==> src/rtl/wal_hybrid_tree.sv <==
module wal_hybrid_tree #(
  parameter int W = 66
) (
  input  logic [17:0][W-1:0] rows_i,
  output logic [W-1:0]       red_sum_o,
  output logic [W-1:0]       red_cry_o,
  output logic [W-1:0]       total_o
);
  localparam int N1 = 12;
  localparam int N2 = 6;
  localparam int N3 = 4;

  function automatic logic [2*W-1:0] fa_row(input logic [W-1:0] a, b, c);
    logic [W-1:0] s, k;
    s = a ^ b ^ c;
    k = (a & b) | (a & c) | (b & c);
    return {k << 1, s};
  endfunction

  function automatic logic [2*W-1:0] c42_row(input logic [W-1:0] a, b, c, d);
    logic [W-1:0] t, lat, cin, s, k;
    t   = a ^ b ^ c;
    lat = (a & b) | (a & c) | (b & c);
    cin = lat << 1;
    s   = t ^ d ^ cin;
    k   = (t & d) | (t & cin) | (d & cin);
    return {k << 1, s};
  endfunction

  logic [N1-1:0][W-1:0] lv1;
  logic [N2-1:0][W-1:0] lv2;
  logic [N3-1:0][W-1:0] lv3;

  for (genvar g = 0; g < N1 / 2; g++) begin : g_lv1
    assign {lv1[2*g+1], lv1[2*g]} = fa_row(rows_i[3*g], rows_i[3*g+1], rows_i[3*g+2]);
  end

  for (genvar g = 0; g < N2 / 2; g++) begin : g_lv2
    assign {lv2[2*g+1], lv2[2*g]} = c42_row(lv1[4*g], lv1[4*g+1], lv1[4*g+2], lv1[4*g+3]);
  end

  for (genvar g = 0; g < N3 / 2; g++) begin : g_lv3
    assign {lv3[2*g+1], lv3[2*g]} = fa_row(lv2[3*g], lv2[3*g+1], lv2[3*g+2]);
  end

  assign {red_cry_o, red_sum_o} = c42_row(lv3[0], lv3[1], lv3[2], lv3[3]);
  assign total_o = red_sum_o + red_cry_o;
endmodule

==> config.mk <==
export PLATFORM = sky130hd
export DESIGN_NAME = wal_hybrid_tree
export DESIGN_NICKNAME = d
export VERILOG_FILES = /design/src/rtl/wal_hybrid_tree.sv
export SDC_FILE = /design/constraint.sdc
export NUM_CORES = 2
export LEC_CHECK = 0
export BUFFER_PORTS_ARGS = -buffer_cell sky130_fd_sc_hd__buf_4
export CELL_PAD_IN_SITES_DETAIL_PLACEMENT = 1
export CELL_PAD_IN_SITES_GLOBAL_PLACEMENT = 2
export CORE_AREA = 2 2 533 535
export DETAILED_ROUTE_END_ITERATION = 10
export DIE_AREA = 0 0 535 537
export PLACE_DENSITY = 0.46
export SKIP_LAST_GASP = 1
export SYNTH_ARGS = -nofsm -noshare
export SYNTH_HDL_FRONTEND = slang
export SYNTH_SLANG_ARGS = --single-unit
==> constraint.sdc <==
create_clock -name vclk -period 18.2
set_input_delay 3.64 -clock vclk [all_inputs]
set_output_delay 3.64 -clock vclk [all_outputs]
set_load 0.02 [all_outputs]
==> results_dict.tcl <==
set metrics [dict create \
    cp_max_fo 6 \
    nClkBuffers 0 \
    arrival_ns 11.70 \
    grtUsageMet3_pct 3.09 \
    synthDistinctLibCells 61 \
    seqCellArea_um2 0 \
    dp_hpwl_um 200000 \
    final.fill_count 32846 \
    cts_hold_buffers 0 \
    drt_wl_total_um 202000 \
    routabilityCongestion 0.861 \
    min_period_ns 15.34 \
    maxSlewViolCount 0 \
    grt_pass1_vias 29160 \
    grt_use_total_pct 13.8 \
    critical-path-slowest-cell "o21ai_0" \
    gr-usage-met2_pct 28.8 \
    antenna_found_initial 63 \
    status "complete, no violations" \
    min_period_over_period_pct 84.3 \
    coreArea_mm2 0.281 \
    cts_resized 0 \
    routed_via_density 2.98 \
    seq_cell_count 0 \
    port_buffers 1384 \
    area_growth_pct 53.3 \
    max_freq_ghz 0.0652 \
    grt-busiest-layer "met2" \
    path_class "input pin to output port" \
    die_w_um 535 \
    layout_common_cells "buf_4 (1396), fa_1 (1027), inv_1 (969)" \
    final_common_cell "buf_4" \
    start_util_pct 10.1 \
    cp.required_ns 14.56 \
    rows 195 \
    grt_overflow 0 \
    final.setup.tns_ns 0 \
    initialDrtViolationCount 592 \
    setup_violations 0 \
    synth_area_mm2 0.0283 \
    ios 1386 \
    post_cts_buffers 0 \
    die_y_um 537 \
    hold_viol 0 \
    rsz0062_at_grt "false" \
    endpoint_kind "output port" \
    slew-limit-headroom_pct 8.42 \
    worst_pin_slew_ns 1.36 \
    synth_cells 2570 \
    critical_path.max_stage_delay_ns 1.09 \
    ant_nets 0 \
    worstHoldPathType "input pin to output port" \
    die_area_mm2 0.287 \
    crit_family "adder cells" \
    wl_per_cell_um 26.2 \
    start_kind "input pin" \
    cap_viol_max_count 0 \
    grt_max_degree 11 \
    vias 22945 \
    drc 0 \
    drive_gt1_share_pct 35.9 \
    avgSynthCellArea_um2 11.0 \
    synth_seq_area_share_pct 0 \
    cp.buffers_inverters 4 \
    synth_warnings 0 \
    use_met1_pct 13.9 \
    dr.pass1.iters 4 \
    crit_chain "buf_4, fa_1, fa_1, fa_1, fa_1, inv_1, fa_1, fa_1, inv_1, ha_1, nand2_2, o21ai_0, a21boi_0, o21ai_1, a31oi_1, a21oi_1, a211oi_2, o21ai_1, a221oi_1, xnor2_1, buf_4" \
    nets 6227 \
    crit_path_frequent_cell "fa_1" \
    grt_pass1_wl_um 265000 \
]
[cells by family after synthesis]
kind of cell	share of synthesized area, %
fa+ha+maj	75.8
xor+xnor	2.91
buf+inv	13.4
simple gates	2.77
other cells	0.0133
compound gates	5.09
[worst paths after layout]
kind / startpoint / to / slack, ns / cells after the start
worst max-delay path: rows_i[1017] / total_o[64] / 2.86 / 21
worst min-delay path: rows_i[725] / red_sum_o[65] / 7.81 / 4
[synth_stat cells, types with 10 or more instances]
master | instances | area share, %
fa_1 | 1027 | 73
inv_1 | 969 | 13
a21oi_1 | 72 | 1.3
ha_1 | 71 | 3.1
xnor2_1 | 67 | 2.1
nand2_1 | 51 | 0.68
nor2_1 | 43 | 0.57
o21ai_0 | 38 | 0.67
a21o_1 | 34 | 0.90
xor2_1 | 27 | 0.84
nand4_1 | 17 | 0.38
clkbuf_1 | 14 | 0.19
o21a_1 | 13 | 0.35
nand3_1 | 12 | 0.21
a31oi_1 | 10 | 0.22
[area by class of cell]
cell class | instances | area, um2 | share of cell area [%]
Timing Repair Buffer | 1396 | 10500 | 24.2
Antenna cell | 21 | 52.6 | 0.121
Multi-Input combinational cell | 1574 | 24500 | 56.5
Tap cell | 3743 | 4680 | 10.8
Inverter | 969 | 3640 | 8.39
[routing by layer]
| layer | part of all wire [%] | routed length [um] |
|---|---|---|
| met5 | 0.10 | 208 |
| met4 | 1.5 | 2940 |
| met3 | 6.3 | 12800 |
| met2 | 58 | 117000 |
| met1 | 34 | 68200 |
[metrics by stage]
step / std cells / util (%) / setup slack [ns] / area [um2] / hold slack, ns
2_1_floorplan: 2571 / - / 5.11 / 28300 / 7.57
3_3_place_gp: 7682 / 15.4 / 2.58 / 43300 / 7.80
3_5_place_dp: 7682 / 15.4 / 2.58 / 43300 / 7.81
4_1_cts: 7682 / 15.4 / 2.56 / 43300 / 7.81
5_1_grt: 7686 / 15.4 / 2.60 / 43300 / 7.83
6_report: 7703 / 15.4 / 2.86 / 43400 / 7.81
